==> src/rtl/spr_pkg.sv <==
package spr_pkg;

  localparam int DATA_W = 32;
  localparam int QTR_W  = DATA_W / 4;

  typedef enum logic [1:0] {
    FC_NORMAL   = 2'b00,
    FC_STICKY   = 2'b01,
    FC_SWSTICKY = 2'b10,
    FC_RDONLY   = 2'b11
  } fclass_e;

  // Persistence class of bit b of register r.
  function automatic fclass_e bit_class(input int r, input int b);
    if (r == 0) return FC_RDONLY;
    if (r == 1) return FC_STICKY;
    if (r == 2) return FC_SWSTICKY;
    if ((r % 2) == 1) return FC_NORMAL;
    case (b / QTR_W)
      3:       return FC_RDONLY;
      2:       return FC_STICKY;
      1:       return FC_SWSTICKY;
      default: return FC_NORMAL;
    endcase
  endfunction

  // Packed two-bit-per-bit class vector of one register.
  function automatic logic [2*DATA_W-1:0] class_vec(input int r);
    logic [2*DATA_W-1:0] v;
    v = '0;
    for (int b = 0; b < DATA_W; b++) v[2*b +: 2] = bit_class(r, b);
    return v;
  endfunction

  function automatic logic [DATA_W-1:0] class_mask(input int r, input fclass_e c);
    logic [2*DATA_W-1:0] cv;
    logic [DATA_W-1:0]   m;
    cv = class_vec(r);
    m  = '0;
    for (int b = 0; b < DATA_W; b++) m[b] = (cv[2*b +: 2] == c);
    return m;
  endfunction

  function automatic logic [DATA_W-1:0] keep_mask(input int r);
    return class_mask(r, FC_STICKY) | class_mask(r, FC_SWSTICKY);
  endfunction

  function automatic logic reg_affected(input int r);
    return |class_mask(r, FC_NORMAL);
  endfunction

  function automatic logic [DATA_W-1:0] reg_default(input int r);
    return {8'hA5, 8'(r), 16'h0F0F};
  endfunction

endpackage

==> src/rtl/spr_write_arb.sv <==
module spr_write_arb
  import spr_pkg::*;
#(
  parameter int NUM_REGS = 8,
  parameter int ADDR_W   = 3
) (
  input  logic                             sbr_active,
  input  logic                             pri_we,
  input  logic [ADDR_W-1:0]                pri_addr,
  input  logic [DATA_W-1:0]                pri_wdata,
  input  logic                             sb_we,
  input  logic [ADDR_W-1:0]                sb_addr,
  input  logic [DATA_W-1:0]                sb_wdata,
  output logic [NUM_REGS-1:0]              wen,
  output logic [NUM_REGS-1:0][DATA_W-1:0]  wdata
);

  for (genvar i = 0; i < NUM_REGS; i++) begin : g_slot
    localparam logic HELD = reg_affected(i);
    logic pri_hit;
    logic sb_hit;

    assign pri_hit  = pri_we && (pri_addr == ADDR_W'(i));
    // Sideband writes to a reset-held register are discarded.
    assign sb_hit   = sb_we && (sb_addr == ADDR_W'(i)) && !(sbr_active && HELD);
    assign wen[i]   = pri_hit || sb_hit;
    // Primary port takes precedence on a same-register collision.
    assign wdata[i] = pri_hit ? pri_wdata : sb_wdata;
  end

endmodule

==> src/rtl/spr_reg_slot.sv <==
module spr_reg_slot
  import spr_pkg::*;
#(
  parameter int REG_IDX = 0
) (
  input  logic              clk,
  input  logic              rst_n,
  input  logic              sbr_active,
  input  logic              wen,
  input  logic [DATA_W-1:0] wdata,
  output logic [DATA_W-1:0] q
);

  localparam logic [DATA_W-1:0] DEF = reg_default(REG_IDX);

  for (genvar b = 0; b < DATA_W; b++) begin : g_bit
    localparam fclass_e CLS = bit_class(REG_IDX, b);
    logic bit_q;

    if (CLS == FC_RDONLY) begin : g_ro
      assign bit_q = DEF[b];
    end else if (CLS == FC_NORMAL) begin : g_norm
      always_ff @(posedge clk or negedge rst_n) begin
        if (!rst_n)          bit_q <= DEF[b];
        else if (sbr_active) bit_q <= DEF[b];
        else if (wen)        bit_q <= wdata[b];
      end
    end else begin : g_keep
      always_ff @(posedge clk or negedge rst_n) begin
        if (!rst_n)   bit_q <= DEF[b];
        else if (wen) bit_q <= wdata[b];
      end
    end

    assign q[b] = bit_q;
  end

  // Some class layouts leave inputs without a reader.
  logic unused_sink;
  assign unused_sink = ^{clk, rst_n, sbr_active, wen, wdata};

endmodule

==> src/rtl/spr_read_port.sv <==
module spr_read_port
  import spr_pkg::*;
#(
  parameter int NUM_REGS = 8,
  parameter int ADDR_W   = 3,
  parameter bit SUBST    = 1'b0
) (
  input  logic                            sbr_active,
  input  logic [ADDR_W-1:0]               addr,
  input  logic [NUM_REGS-1:0][DATA_W-1:0] live,
  output logic [DATA_W-1:0]               rdata
);

  logic [NUM_REGS-1:0][DATA_W-1:0] view;

  for (genvar i = 0; i < NUM_REGS; i++) begin : g_view
    if (SUBST && reg_affected(i)) begin : g_sub
      assign view[i] = sbr_active ? reg_default(i) : live[i];
    end else begin : g_live
      assign view[i] = live[i];
    end
  end

  always_comb begin
    rdata = '0;
    for (int i = 0; i < NUM_REGS; i++)
      if (addr == ADDR_W'(i)) rdata = view[i];
  end

  logic unused_sink;
  assign unused_sink = sbr_active;

endmodule

==> src/rtl/spr_port_regs.sv <==
module spr_port_regs
  import spr_pkg::*;
#(
  parameter int NUM_REGS = 8,
  parameter int ADDR_W   = (NUM_REGS > 1) ? $clog2(NUM_REGS) : 1
) (
  input  logic              clk,
  input  logic              rst_n,
  input  logic              sbr_active,
  input  logic              pri_we,
  input  logic [ADDR_W-1:0] pri_addr,
  input  logic [31:0]       pri_wdata,
  output logic [31:0]       pri_rdata,
  input  logic              sb_we,
  input  logic [ADDR_W-1:0] sb_addr,
  input  logic [31:0]       sb_wdata,
  output logic [31:0]       sb_rdata
);

  logic [NUM_REGS-1:0]             wen;
  logic [NUM_REGS-1:0][DATA_W-1:0] wdata;
  logic [NUM_REGS-1:0][DATA_W-1:0] live_q;

  spr_write_arb #(.NUM_REGS(NUM_REGS), .ADDR_W(ADDR_W)) u_arb (
    .sbr_active (sbr_active),
    .pri_we     (pri_we),
    .pri_addr   (pri_addr),
    .pri_wdata  (pri_wdata),
    .sb_we      (sb_we),
    .sb_addr    (sb_addr),
    .sb_wdata   (sb_wdata),
    .wen        (wen),
    .wdata      (wdata)
  );

  for (genvar i = 0; i < NUM_REGS; i++) begin : g_reg
    spr_reg_slot #(.REG_IDX(i)) u_slot (
      .clk        (clk),
      .rst_n      (rst_n),
      .sbr_active (sbr_active),
      .wen        (wen[i]),
      .wdata      (wdata[i]),
      .q          (live_q[i])
    );
  end

  spr_read_port #(.NUM_REGS(NUM_REGS), .ADDR_W(ADDR_W), .SUBST(1'b0)) u_rd_pri (
    .sbr_active (sbr_active),
    .addr       (pri_addr),
    .live       (live_q),
    .rdata      (pri_rdata)
  );

  spr_read_port #(.NUM_REGS(NUM_REGS), .ADDR_W(ADDR_W), .SUBST(1'b1)) u_rd_sb (
    .sbr_active (sbr_active),
    .addr       (sb_addr),
    .live       (live_q),
    .rdata      (sb_rdata)
  );

endmodule

==> config.mk <==
export PLATFORM = sky130hd
export DESIGN_NAME = spr_port_regs
export DESIGN_NICKNAME = d
export VERILOG_FILES = /design/src/rtl/spr_pkg.sv /design/src/rtl/spr_write_arb.sv /design/src/rtl/spr_reg_slot.sv /design/src/rtl/spr_read_port.sv /design/src/rtl/spr_port_regs.sv
export SDC_FILE = /design/constraint.sdc
export NUM_CORES = 1
export LEC_CHECK = 0
export BUFFER_PORTS_ARGS = -buffer_cell sky130_fd_sc_hd__buf_2
export CAP_MARGIN = 10
export CORE_MARGIN = 5
export CORE_UTILIZATION = 56
export DETAILED_ROUTE_END_ITERATION = 12
export GPL_TIMING_DRIVEN = 0
export PLACE_DENSITY = 0.79
export SYNTH_ARGS = -nofsm -noshare
export SYNTH_HDL_FRONTEND = slang
export SYNTH_HIERARCHICAL = 1
export SYNTH_SLANG_ARGS = --single-unit
==> constraint.sdc <==
create_clock -name clk -period 2.79 [get_ports clk]
set_input_delay 0.837 -clock clk [delete_from_list [all_inputs] [get_ports clk]]
set_output_delay 0.837 -clock clk [all_outputs]
set_load 0.01 [all_outputs]
# --- Word level (Yosys, flattened, before mapping) ---
# Index checks and enable logic that the tools add are counted.
classes:
  eq_ne: 14
  muxes: 252
  reduce_logical: 34
op_table:
  columns: ["op", "n"]
  rows:
  - ["$mux W32", 24]
  - ["$mux W1", 224]
  - ["$mux W24", 4]
  - ["$eq A3 B3 Y1 const B", 8]
  - ["$logic_and A1 B1 Y1", 19]
  - ["$eq A3 B2 Y1 const B", 4]
  - ["$reduce_bool A2 Y1", 5]
  - ["$logic_or A1 B1 Y1", 7]
  - ["$eq A3 B1 Y1 const B", 2]
  - ["$logic_not A3 Y1", 2]
  - ["$logic_not A1 Y1", 1]
totals:
  ff_bits: 208
  inputBits: 75
  output_inout_bits: 64
  wordCells: 508

# --- Longest topological paths before layout ---
logic_depth:
  ltp_word: 9
  ltp_mapped: 9
  mapped_depth_nobuf: 4

# --- Modules after synthesis ---
# Netlist, hierarchy kept.
modules_own_cells:
  columns: ["module", "n_inst", "cells_each", "area_per_inst_um2", "seq_area_each_um2"]
  rows:
  - ["spr_write_arb", 1, 309, 3301.9, 0.0]
  - ["spr_reg_slot at g_reg[3].u_slot ...", 2, 136, 1612.8, 818.3]
  - ["spr_reg_slot at g_reg[1].u_slot ...", 2, 100, 1601.5, 817.0]
  - ["spr_read_port at u_rd_pri", 1, 378, 2626.3, 0.0]
  - ["spr_read_port at u_rd_sb", 1, 287, 2142.1, 0.0]
  - ["spr_reg_slot at g_reg[7].u_slot", 1, 136, 1595.3, 819.5]
  - ["spr_reg_slot at g_reg[6].u_slot", 1, 94, 1247.4, 613.1]
  - ["spr_reg_slot at g_reg[4].u_slot", 1, 94, 1246.2, 611.8]
  - ["spr_reg_slot at g_reg[0].u_slot", 1, 34, 247.7, 0.0]

# --- Worst setup path before layout ---
# No wires, ideal clock.
synth_timing:
  path_type: "in2out"
  from: "input port sb_addr[1]"
  to: "output port sb_rdata[12]"
  arrival_time_ns: 1.961
  required_time_ns: 1.953
  setup_slack_ns: -0.008
  path_stages: 4
  path_buffers: 2
  path_cell_list: "buf_4 > clkbuf_1 > mux4_2 > a221o_1"
synth_via:
  elab_chain_len: 8
  elab_cells_between_ends: 14
  classes_between: "7 x eq/ne; 7 x mux"
synth_rtl:
  columns: ["element", "line", "rtl"]
  rows:
  - ["start: declaration", "spr_port_regs.sv:15", "input logic [ADDR_W-1:0] sb_addr,"]
  - ["$eq A3 B1 Y1", "spr_read_port.sv:27", "if (addr == ADDR_W'(i)) rdata = view[i];"]
  - ["$mux W32 (6 in a row)", "spr_read_port.sv:27", null]
  - ["$mux W32 (*)", "spr_read_port.sv:27", null]
  - ["end: declaration", "spr_port_regs.sv:17", "output logic [31:0] sb_rdata"]
# Every way passes the cells marked *; elsewhere a longest branch is shown, timed or not.

# --- Final worst setup path ---
layout_timing:
  from: "input port pri_addr[2]"
  to: "output port pri_rdata[29]"
layout_via:
  elab_chain_len: 9
  elab_cells_between_ends: 16
  classes_between: "7 x eq/ne; 8 x mux; 1 x reduce/logical"
layout_rtl:
  columns: ["element", "line", "rtl"]
  rows:
  - ["start: declaration", "spr_port_regs.sv:11", "input logic [ADDR_W-1:0] pri_addr,"]
  - ["$logic_not A3 Y1", "spr_read_port.sv:27", null]
  - ["$mux W32 (7 in a row)", "spr_read_port.sv:27", null]
  - ["$mux W32 (*)", "spr_read_port.sv:27", null]
  - ["end: declaration", "spr_port_regs.sv:13", "output logic [31:0] pri_rdata,"]
# Marked as above.

==> metrics.md <==
| Metric | Value |
|---|---|
| Clock transition at the registers of the reported paths | `60 ps` |
| Total GRT Usage | `39.2%` |
| Ratio of cells with drive above 1 in the final layout | `58.3%` |
| GRT Residual Overflow | `0` |
| Largest registers in the final layout | `g.u_slot/g_bit.bit_q x208` |
| Number of H-tree levels | `1` |
| Die Y-Extent | `190 µm` |
| Critical path type | `in -> out` |
| Period minus WS final | `3180 ps` |
| Synth Instances | `1751` |
| DRT antenna net count | `0` |
| Relative area change from synthesis to final layout | `25.0%` |
| Number of iterations in the first detailed-routing pass | `6` |
| Site Rows | `66` |
| Setup repair after global routing missed its margin | `yes` |
| Total count of max-transition violations in the final report | `0` |
| Run status | `finished, violations left` |
| Min-Delay Path Class | `in -> async` |
| Number of DRC markers in iteration 0 | `1992` |
| Data required time of the worst path | `1950 ps` |
| Total Wirelength | `74000 µm` |
| Worst rel slew slack | `8.55%` |
| Kind of start point of the critical path | `input pin` |
| Setup ws final | `-394 ps` |
| Maximum clock path buffer count | `3` |
| Horiz. Die Dim | `190 µm` |
| Average via count per standard cell | `6.45` |
| Final setup viols | `64` |
| Vias post-DR | `16000` |
| Global-route wire length before repair | `105000 µm` |
| Worst Setup End Kind | `output pin` |
| Final GP Congestion | `0.986` |
| Clock tree from TritonCTS | `built` |
| Final layout net count | `2092` |
| Number of clock sinks | `208` |
| Wire length per cell | `29.8 µm` |
| Power per cell area | `502 mW/mm²` |
| Antenna violations before repair | `1` |
| Portion of the clock cycle consumed by the worst path in the final layout | `114%` |
| Maximum VDD drop | `0.508 mV` |
| Placement Cell Area | `0.0197 mm²` |
| # Max-Cap Violations | `0` |
| Most flop-heavy register | `g.u_slot/g_bit.bit_q` |
| End-of-flow core utilization | `70.4%` |
| Post-place setup slack | `-1420 ps` |
| Mean post-synth cell area | `10.4 µm²` |
| Violations in the final reports | `setup timing` |
| Total power consumption of the routed design | `0.0114 W` |
| Setup Skew | `0 ps` |
| Highest net fanout along the worst path | `5` |
| Maximum number of pins on one net before global-route repair | `87` |
| Clock Root Buffer | `sky130_fd_sc_hd__clkbuf_16` |
| Slew @ Worst Pin | `1370 ps` |
| Static leakage | `9.85 nW` |
| Post-route cell area | `0.0228 mm²` |
| Remaining routing DRC violations | `0` |
| Fin. Hold Viols | `0` |
| Total of buffers placed on input and output ports | `136` |
| Number of global-route vias before repair | `16300` |
| Detailed-placement wirelength estimate | `47100 µm` |
| Count of boundary I/O pins | `139` |
| Data arrival time of the worst path | `2350 ps` |
| Mapped cell area | `0.0182 mm²` |
| Die footprint | `0.0363 mm²` |
| Starting density of the core | `56.3%` |
| Clk_lat worst skew | `540 ps` |
| Flip-flop count of the largest register, all copies and words added | `208` |
| Number of buffers inserted during clock tree synthesis | `26` |
| Fmax | `314 MHz` |
| Area of the core region | `0.0324 mm²` |
| Ys Warns | `6` |
==> critical path: stages <==
cell and delay (ps):
sky130_fd_sc_hd__buf_8 110, sky130_fd_sc_hd__buf_6 120, sky130_fd_sc_hd__nor2b_4 130, sky130_fd_sc_hd__buf_12 140, sky130_fd_sc_hd__buf_12 140, sky130_fd_sc_hd__a221oi_4 300, sky130_fd_sc_hd__a21oi_2 50, sky130_fd_sc_hd__o31a_1 330
sky130_fd_sc_hd__buf_2 170
==> placed cells by master (no fill, tap or decap), types with 13 or more instances in the layout <==
cell type                   count
sky130_fd_sc_hd__a211o_1       51
sky130_fd_sc_hd__a21oi_1       57
sky130_fd_sc_hd__a21oi_2       15
sky130_fd_sc_hd__a221o_1       17
sky130_fd_sc_hd__a221oi_2      20
sky130_fd_sc_hd__a22oi_1       24
sky130_fd_sc_hd__and2b_1       13
sky130_fd_sc_hd__buf_12        45
sky130_fd_sc_hd__buf_2        149
sky130_fd_sc_hd__buf_4        301
sky130_fd_sc_hd__buf_6         47
sky130_fd_sc_hd__buf_8         17
sky130_fd_sc_hd__clkbuf_1      14
sky130_fd_sc_hd__clkbuf_16     32
sky130_fd_sc_hd__clkbuf_8      13
sky130_fd_sc_hd__conb_1        48
sky130_fd_sc_hd__dfrtp_1      120
sky130_fd_sc_hd__dfstp_2       88
sky130_fd_sc_hd__mux2_2       220
sky130_fd_sc_hd__mux2_4        84
sky130_fd_sc_hd__mux2i_1      143
sky130_fd_sc_hd__mux4_2        18
sky130_fd_sc_hd__nand2_1       82
sky130_fd_sc_hd__nor2_1        94
sky130_fd_sc_hd__nor2b_1       54
sky130_fd_sc_hd__o21ai_1       17
sky130_fd_sc_hd__o21ai_2       15
sky130_fd_sc_hd__o22a_1        13
sky130_fd_sc_hd__o31a_1        26
sky130_fd_sc_hd__or2_0         26
sky130_fd_sc_hd__or2_2         15
==> layout make-up <==
| class | instances | area [µm²] |
|---|---|---|
| Sequential cell | 208 | 5320 |
| Buffer | 401 | 3710 |
| Antenna cell | 1 | 2.50 |
| Tap cell | 442 | 553 |
| Multi-Input combinational cell | 1176 | 10600 |
| Inverter | 2 | 11.3 |
| Timing Repair Buffer | 202 | 1720 |
| Fill cell | 2351 | 9580 |
| Clock buffer | 39 | 771 |
| Clock inverter | 8 | 93.8 |
==> where the power goes <==
part	leakage (nW)	internal, W	switching (W)
clock	0.425	0.00208	0.00138
sequential	2.47	0.00355	0.000246
combinational	6.96	0.00220	0.00198
==> metrics by stage <==
| step | instances | TNS [ps] | hold WS [ps] |
|---|---|---|---|
| after floorplan | 1793 | 0 | 482 |
| after global placement | 2371 | -534460 | 493 |
| final | 2479 | -13430 | 184 |
| after global routing | 2479 | -14690 | 204 |
| after CTS | 2471 | -11100 | 187 |
| after detailed placement | 2373 | -78530 | 493 |
==> metal layers <==
layer | part of all wire, % | wire (µm) | GRT usage, %
met1 | 36 | 26900 | 48.5
met2 | 42 | 31200 | 58.2
met3 | 12 | 9220 | 12.4
met4 | 8.9 | 6610 | 27.2
met5 | 0 | 0 | 0
==> repair_timing <==
action                                  in CTS  in global routing
buffers inserted                            41                 11
hold buffers                                 0                  0
pin swaps                                   57                 64
endpoints found under the setup margin      64                 76
gates cloned                                14                  1
gates resized for setup                    327                 56
==> path summary, 6_finish.rpt <==
kind	start	to	slack (ps)	cells after the start
min in group clk	g_reg[1].u_slot/g_bit[22].bit_q	g_reg[1].u_slot/g_bit[22].bit_q	510	1
min	rst_n	g_reg[1].u_slot/g_bit[15].bit_q	180	1
max	pri_addr[2]	pri_rdata[29]	-390	9
max in group asynchronous	rst_n	g_reg[2].u_slot/g_bit[2].bit_q	1790	2
min reg2reg	g_reg[1].u_slot/g_bit[22].bit_q	g_reg[1].u_slot/g_bit[22].bit_q	510	1
max reg2reg	g_reg[6].u_slot/g_bit[3].bit_q	g_reg[6].u_slot/g_bit[3].bit_q	1880	2
Note: power is estimated with default switching activity, not from simulation.
